File: src/rtl/intGatePkg.sv
package intGatePkg;

  // request class positions, index 0 is the highest priority
  localparam int CLS_FAULT = 0;
  localparam int CLS_NMI   = 1;
  localparam int CLS_DBG   = 2;
  localparam int CLS_STEP  = 3;
  localparam int CLS_INTR  = 4;
  localparam int NCLS      = 5;

  // strobes from control to the state datapath
  typedef struct packed {
    logic takeNmi;
    logic endNmi;
    logic setShadow;
    logic clrShadow;
    logic loadFlags;
    logic gateClr;
    logic setIf;
    logic clrIf;
    logic clrRf;
  } gateStrobeT;

  // mask state seen by control
  typedef struct packed {
    logic ifFlag;
    logic rfFlag;
    logic nmiPend;
    logic nmiBusy;
    logic shadow;
  } gateStateT;

endpackage

File: src/rtl/intGateCtrl.sv
module intGateCtrl
  import intGatePkg::*;
#(
  parameter int PL_W = 2
) (
  input  logic             clk,
  input  logic             rstN,
  input  logic             boundary,
  input  logic             intrIn,
  input  logic             dbgReq,
  input  logic             stepReq,
  input  logic             faultReq,
  input  logic             cliEv,
  input  logic             stiEv,
  input  logic             flagLoad,
  input  logic             gateEntry,
  input  logic             iretEv,
  input  logic             ssWrite,
  input  logic             instDone,
  input  logic [PL_W-1:0]  cpl,
  input  logic [PL_W-1:0]  iopl,
  input  gateStateT        st,
  output logic [NCLS-1:0]  grant,
  output logic             privFault,
  output gateStrobeT       strobe
);

  logic privOk;
  logic openGate;
  logic [NCLS-1:0] req;

  assign privOk   = (cpl <= iopl);
  assign openGate = boundary & ~st.shadow;

  always_comb begin
    req             = '0;
    req[CLS_FAULT]  = boundary & faultReq;
    req[CLS_NMI]    = openGate & st.nmiPend & ~st.nmiBusy;
    req[CLS_DBG]    = openGate & dbgReq & ~st.rfFlag;
    req[CLS_STEP]   = openGate & stepReq;
    req[CLS_INTR]   = openGate & intrIn & st.ifFlag;
  end

  // fixed-priority pick, lowest index wins
  always_comb begin
    logic taken;
    taken = 1'b0;
    grant = '0;
    for (int k = 0; k < NCLS; k++) begin
      if (req[k] && !taken) begin
        grant[k] = 1'b1;
        taken    = 1'b1;
      end
    end
  end

  assign privFault = (cliEv | stiEv) & ~privOk;

  always_comb begin
    strobe           = '0;
    strobe.takeNmi   = grant[CLS_NMI];
    strobe.endNmi    = iretEv;
    strobe.setShadow = ssWrite;
    strobe.clrShadow = boundary;
    strobe.loadFlags = flagLoad;
    strobe.gateClr   = gateEntry;
    strobe.setIf     = stiEv & privOk;
    strobe.clrIf     = cliEv & privOk;
    strobe.clrRf     = instDone;
  end


  one_grant_chk: assert property (@(posedge clk) disable iff (!rstN)
    $onehot0(grant));


  grant_on_boundary_chk: assert property (@(posedge clk) disable iff (!rstN)
    (grant != '0) |-> boundary);


  intr_needs_if_chk: assert property (@(posedge clk) disable iff (!rstN)
    grant[CLS_INTR] |-> st.ifFlag);


  dbg_needs_clear_rf_chk: assert property (@(posedge clk) disable iff (!rstN)
    grant[CLS_DBG] |-> !st.rfFlag);


  shadow_blocks_chk: assert property (@(posedge clk) disable iff (!rstN)
    (boundary && st.shadow) |-> (grant[NCLS-1:CLS_NMI] == '0));


  refused_keeps_if_chk: assert property (@(posedge clk) disable iff (!rstN)
    (privFault && !flagLoad && !gateEntry) |=> $stable(st.ifFlag));

endmodule

File: src/rtl/intGateData.sv
module intGateData
  import intGatePkg::*;
#(
  parameter int FLAG_W = 32,
  parameter int IF_POS = 9,
  parameter int RF_POS = 16
) (
  input  logic              clk,
  input  logic              rstN,
  input  logic              nmiIn,
  input  logic [FLAG_W-1:0] flagWord,
  input  gateStrobeT        strobe,
  output gateStateT         st
);

  logic nmiPrev;
  logic nmiRise;
  logic unusedFlagBits;

  assign nmiRise        = nmiIn & ~nmiPrev;
  assign unusedFlagBits = ^flagWord;

  always_ff @(posedge clk) begin
    if (!rstN) begin
      nmiPrev <= 1'b0;
      st      <= '0;
    end else begin
      nmiPrev <= nmiIn;

      if (strobe.takeNmi)
        st.nmiPend <= 1'b0;
      else if (nmiRise && !st.nmiBusy)
        st.nmiPend <= 1'b1;

      if (strobe.takeNmi)
        st.nmiBusy <= 1'b1;
      else if (strobe.endNmi)
        st.nmiBusy <= 1'b0;

      if (strobe.loadFlags)
        st.ifFlag <= flagWord[IF_POS];
      else if (strobe.gateClr)
        st.ifFlag <= 1'b0;
      else if (strobe.setIf)
        st.ifFlag <= 1'b1;
      else if (strobe.clrIf)
        st.ifFlag <= 1'b0;

      if (strobe.loadFlags)
        st.rfFlag <= flagWord[RF_POS];
      else if (strobe.clrRf)
        st.rfFlag <= 1'b0;

      if (strobe.setShadow)
        st.shadow <= 1'b1;
      else if (strobe.clrShadow)
        st.shadow <= 1'b0;
    end
  end


  busy_from_take_chk: assert property (@(posedge clk) disable iff (!rstN)
    $rose(st.nmiBusy) |-> $past(strobe.takeNmi));


  gate_clears_if_chk: assert property (@(posedge clk) disable iff (!rstN)
    (strobe.gateClr && !strobe.loadFlags) |=> !st.ifFlag);


  done_clears_rf_chk: assert property (@(posedge clk) disable iff (!rstN)
    (strobe.clrRf && !strobe.loadFlags) |=> !st.rfFlag);


  shadow_one_boundary_chk: assert property (@(posedge clk) disable iff (!rstN)
    (strobe.clrShadow && !strobe.setShadow) |=> !st.shadow);

endmodule

File: src/rtl/intGate.sv
module intGate
  import intGatePkg::*;
#(
  parameter int FLAG_W = 32,
  parameter int IF_POS = 9,
  parameter int RF_POS = 16,
  parameter int PL_W   = 2
) (
  input  logic              clk,
  input  logic              rstN,
  input  logic              boundary,
  input  logic              nmiIn,
  input  logic              intrIn,
  input  logic              dbgReq,
  input  logic              stepReq,
  input  logic              faultReq,
  input  logic              cliEv,
  input  logic              stiEv,
  input  logic              flagLoad,
  input  logic [FLAG_W-1:0] flagWord,
  input  logic              gateEntry,
  input  logic              iretEv,
  input  logic              ssWrite,
  input  logic              instDone,
  input  logic [PL_W-1:0]   cpl,
  input  logic [PL_W-1:0]   iopl,
  output logic              acceptFault,
  output logic              acceptNmi,
  output logic              acceptDbg,
  output logic              acceptStep,
  output logic              acceptIntr,
  output logic              privFault,
  output logic              ifFlag,
  output logic              rfFlag
);

  gateStateT       st;
  gateStrobeT      strobe;
  logic [NCLS-1:0] grant;

  intGateCtrl #(.PL_W(PL_W)) ctrl (
    .clk(clk), .rstN(rstN), .boundary(boundary), .intrIn(intrIn),
    .dbgReq(dbgReq), .stepReq(stepReq), .faultReq(faultReq),
    .cliEv(cliEv), .stiEv(stiEv), .flagLoad(flagLoad),
    .gateEntry(gateEntry), .iretEv(iretEv), .ssWrite(ssWrite),
    .instDone(instDone), .cpl(cpl), .iopl(iopl), .st(st),
    .grant(grant), .privFault(privFault), .strobe(strobe)
  );

  intGateData #(.FLAG_W(FLAG_W), .IF_POS(IF_POS), .RF_POS(RF_POS)) data (
    .clk(clk), .rstN(rstN), .nmiIn(nmiIn), .flagWord(flagWord),
    .strobe(strobe), .st(st)
  );

  assign acceptFault = grant[CLS_FAULT];
  assign acceptNmi   = grant[CLS_NMI];
  assign acceptDbg   = grant[CLS_DBG];
  assign acceptStep  = grant[CLS_STEP];
  assign acceptIntr  = grant[CLS_INTR];
  assign ifFlag      = st.ifFlag;
  assign rfFlag      = st.rfFlag;

endmodule

File: config.mk
export PLATFORM = sky130hd
export DESIGN_NAME = intGate
export DESIGN_NICKNAME = d
export VERILOG_FILES = /design/src/rtl/intGatePkg.sv /design/src/rtl/intGateCtrl.sv /design/src/rtl/intGateData.sv /design/src/rtl/intGate.sv
export SDC_FILE = /design/constraint.sdc
export NUM_CORES = 1
export LEC_CHECK = 0
export ABC_CLOCK_PERIOD_IN_PS = 3000
export BUFFER_PORTS_ARGS = -buffer_cell sky130_fd_sc_hd__buf_2
export CAP_MARGIN = 10
export CORE_AREA = 5 5 42 44
export CTS_BUF_LIST = sky130_fd_sc_hd__clkbuf_4
export DETAILED_ROUTE_END_ITERATION = 7
export DIE_AREA = 0 0 47 49
export GPL_ROUTABILITY_DRIVEN = 0
export GPL_TIMING_DRIVEN = 1
export PLACE_DENSITY_LB_ADDON = 0.05
export SYNTH_ARGS = -nofsm -noshare
export SYNTH_HDL_FRONTEND = slang
export SYNTH_SLANG_ARGS = --single-unit
File: constraint.sdc
create_clock -name clk -period 3 [get_ports clk]
set_clock_uncertainty 0.2 [all_clocks]
set_input_delay 0.3 -clock clk [delete_from_list [all_inputs] [get_ports clk]]
set_output_delay 0.3 -clock clk [all_outputs]
set_load 0.05 [all_outputs]
# Word-level counts from Yosys, hierarchy flattened
# Cells that the tools add are included.
# word_totals
ff_bits,6
output_inout_bits,8
# classes
n_lt_le_gt_ge,1
muxes,18
bitwise_logic,20
n_reduce_logical,15
# ops
operator,n
two-way mux 1 bit,18
bitwise AND 1 bit,13
inverter 1 bit,6
nonzero test 2 bit,3
logical AND 1 bit,5
zero test 1 bit,5
nonzero test 4 bit,1
less-or-equal comparator 2 bit,1
OR reduction 2 bit,1
bitwise OR 1 bit,1

# Logic depth before layout (Yosys ltp)
# logic_depth
ltp_word,15
depth_mapped,6
mapped_depth_nobuf,6

# Modules after synthesis
# A second synthesis with hierarchy kept.
# hier_totals
cells_unflattened,52
area_unflattened_um2,411.6
# modules_own_cells
mod,instances,cells_each,area_each_um2,seq_area_each_um2
intGateData,1,24,219.0,120.1
intGateCtrl,1,28,192.7,0.0

# Worst setup path after synthesis
# OpenSTA, ideal clock, no wires.
# synth_timing
kind,flip-flop to output port
startpoint,"register, netlist name data.st[3]"
endpoint,output port acceptIntr
arrival_ns,1.720
required_time_ns,2.500
slack_ns,0.780
path_stages_with_launch,3
path_buffers,0
cell_sequence,dfxtp_1 > nand2b_1 > nor4b_2
# synth_via
elab_chain_cells,10
# synth_lines
item,line_no,text
inverter 1 bit (*),intGateCtrl.sv:39,req[CLS_DBG] = openGate & dbgReq & ~st.rfFlag;
bitwise AND 1 bit (*),intGateCtrl.sv:39,
logical AND 1 bit (*),intGateCtrl.sv:50,if (req[k] && !taken) begin
two-way mux 1 bit (*),intGateCtrl.sv:50,
zero test 1 bit,intGateCtrl.sv:50,
logical AND 1 bit,intGateCtrl.sv:50,
two-way mux 1 bit (*),intGateCtrl.sv:50,
zero test 1 bit (*),intGateCtrl.sv:50,
logical AND 1 bit (*),intGateCtrl.sv:50,
two-way mux 1 bit (*),intGateCtrl.sv:50,
end: declaration,intGate.sv:31,"output logic acceptIntr,"
# Mark *: on every way between the ends. The rest lies on a longest branch, timed or not.

# Final worst setup path
# layout_timing
startpoint,"register, netlist name data.st[0]"
endpoint,output port acceptIntr
# layout_via
elab_chain_cells,15
word_cells_on_any_way,20
# layout_lines
item,line_no,text
inverter 1 bit (*),intGateCtrl.sv:33,assign openGate = boundary & ~st.shadow;
bitwise AND 1 bit (*),intGateCtrl.sv:33,
bitwise AND 1 bit (2 in a row),intGateCtrl.sv:38,req[CLS_NMI] = openGate & st.nmiPend & ~st.nmiBusy;
logical AND 1 bit,intGateCtrl.sv:50,
two-way mux 1 bit,intGateCtrl.sv:50,
zero test 1 bit,intGateCtrl.sv:50,
logical AND 1 bit,intGateCtrl.sv:50,
two-way mux 1 bit,intGateCtrl.sv:50,
zero test 1 bit,intGateCtrl.sv:50,
logical AND 1 bit,intGateCtrl.sv:50,
two-way mux 1 bit,intGateCtrl.sv:50,
zero test 1 bit,intGateCtrl.sv:50,
logical AND 1 bit (*),intGateCtrl.sv:50,
two-way mux 1 bit (*),intGateCtrl.sv:50,
# Marked as above.

==> metrics.md <==
| Metric | Value |
|---|---|
| IO Pins | 59 |
| TNS Setup | 0 ns |
| Port-buffer cells | 28 |
| Yosys Warn Count | 0 |
| Commonest non-fill, non-tap cell in the layout | buf_2 |
| HP Class | input port to flop |
| CTS tree | done |
| Antenna violations before repair | 0 |
| # rows | 14 |
| Post-DRT Antenna Nets | 0 |
| Syn avg cell area | approximately 9.0 sq um |
| Pwr dens | 401.3 nW/um^2 |
| CP Capture Type | output pin |
| Area added between synthesis and finish | 49.66% |
| Outcome | finished, final reports clean |
| Diodes inserted | 0 |
| Crit path DAT | between 1 and 1.5 ns |
| Post_cts resized | 0 |
| Post-synthesis sequential area ratio | between 30 and 40% |
| 1st-pass router iterations | 3 |
| Number of CTS-inserted buffers | 3 |
| Synthesized cell area | ~370 sq um |
| Clock Tree Buf Depth | 2 |
| Largest net degree at the start of global routing | 8 |
| Postcts setup bufs | 0 |
| Layout net count | 127 |
| Worst setup SP type | flop |
| Grt ovf | 0 |
| Syn_nets | 94 |
| WHS | 0.07320 ns |
| Most frequent cells in the layout | buf_2, dfxtp_1, nand2_1, nor2_1 |
| Total wire length | 839 microns |
| Hold buffers post-CTS | 0 |
| Final Hold Viols | 0 |
| Relative slew slack | 83.24% |
| Starting Density | 26.25% |
| Drt drc | 0 |
| Yosys reg bits | 6 |
| Final setup fails | 0 |
| Setup CP Type | flop to output pin |
| RSZ-0062 raised after global routing | no |
| Maximum VDD drop | 0.0001818 V |
| Crit path required time | 2.50 ns |
| Slew @ Worst Pin | between 0.2 and 0.3 ns |
| DR vias/cell | ~4.4 |
| Final Non-Filler Cells | 88 |
| Clk_lat worst skew | about 0.23 ns |
| FILL cells | 156 |
| Via Count | 384 |
| Total of max-cap violations | 0 |
| Share of layout cells above drive strength 1 | roughly 51% |
| Total clock sinks | 6 |
| DR iter-0 viols | 3 |
| Core box area | 1401 sq um |
| Clk slew on worst S/H paths | 0.05 ns |
| Full die area | 2303 sq um |
| Tot GR Track Use | 7.746% |
| Final Cycle Share | 63.96% |
| Htree depth | 1 |
| Die width | 47 microns |
| Wire length per cell | 9.534 microns |
| Fmax | 521.2 MHz |
| Period minus WS final | approximately 1.9 ns |
| Slew Viols, Final | 0 |
| First-pass GRT wire length | between 1000 and 1500 microns |
| Clock root cell | clkbuf_4 |
| Maximum fanout along the worst path | 3 |
| Static leakage | 0.2895 nW |
| Syn Inst Count | 41 |
| Setup slack at placement | 1.217 ns |
| HPWL after DPL | 762.1 microns |
| Vias in the first global route | 332 |
| Final Worst Setup Slack | 1.081 ns |
| Placed Instances | 85 |
| Yosys cell types | 21 |
| Height of the die | 49 microns |
## cells in the mapped netlist (all sizes together)
cell type | count | area share [%]
inv | 2 | 2.0
a21oi | 2 | 2.7
nand2b | 2 | 3.4
and4 | 1 | 2.4
o21ai | 2 | 3.7
nor4b | 1 | 4.1
nor2b | 4 | 8.8
ha | 2 | 6.8
nor2 | 4 | 4.1
dfxtp | 6 | 33
and2b | 1 | 2.0
o21a | 2 | 4.1
and2 | 2 | 3.7
a311o | 1 | 2.7
nor3b | 4 | 11
nand2 | 4 | 4.1
and3 | 1 | 1.7
## registers in the layout, summed over array words and instances (netlist names)
| signal | cells |
|---|---|
| data.st | 5 |
| data.nmiPrev | 1 |
## critical path: stages (launching register included)
cell and delay, ns:
dfxtp_1 0.31, nor3b_2 0.22, nand2_1 0.11, nor4b_2 0.24, buf_2 0.30
## final timing paths
kind                            from                       to  slack, ns  cells after the start
min                          ssWrite  data.st[0]$_SDFFE_PN0P_       0.07                      2
max          data.st[0]$_SDFFE_PN0P_               acceptIntr       1.08                      4
max reg2reg  data.st[1]$_SDFFE_PN0P_  data.st[1]$_SDFFE_PN0P_       1.82                      3
min reg2reg  data.st[2]$_SDFFE_PP0P_  data.st[2]$_SDFFE_PP0P_       0.34                      2
## area by class of cell
cell class / count / area, sq um / area share, %
clock buffer: 3 / 22.52 / 4.091
tap: 16 / 20.02 / 3.636
timing repair buffer: 28 / 140.1 / 25.45
sequential: 6 / 120.1 / 21.82
inverter: 2 / 7.507 / 1.364
multi-input combinational: 33 / 240.2 / 43.64
## report_power, final
group	leakage, nW	internal (mW)	switching, mW	total (mW)
Sequential	0.0496	0.0848	0.00234	0.0871
Combinational	0.226	0.0262	0.0369	0.0631
Clock	0.0138	0.0450	0.0257	0.0708
## through the flow
step,total power [mW],utilization [%],area [sq um]
2_1_floorplan,0.1287,-,367.9
3_3_place_gp,0.1524,37.68,528.0
3_5_place_dp,0.1525,37.68,528.0
4_1_cts,0.2269,39.29,550.5
5_1_grt,0.2419,39.29,550.5
6_report,0.2209,39.29,550.5
## per-layer routing
metal	vias up	GRT usage (%)	share of wire, %
met5	-	0	0
met4	0	2.765	0
met3	0	4.797	16
met2	17	10.63	42
met1	161	9.670	42
li1	206	-	-
## kinds of logic (layout without fill, tap and decap cells)
group | Yosys count | after routing | share of synthesized area (%)
and+or+nand+nor | 24 | 24 | 45.24
AOI/OAI and AO/OA | 7 | 7 | 13.26
DFF | 6 | 6 | 32.65
adders and majority gates | 2 | 2 | 6.802
buffers and inverters | 2 | 33 | 2.042
No activity file was read; power rests on OpenSTA's default activity.
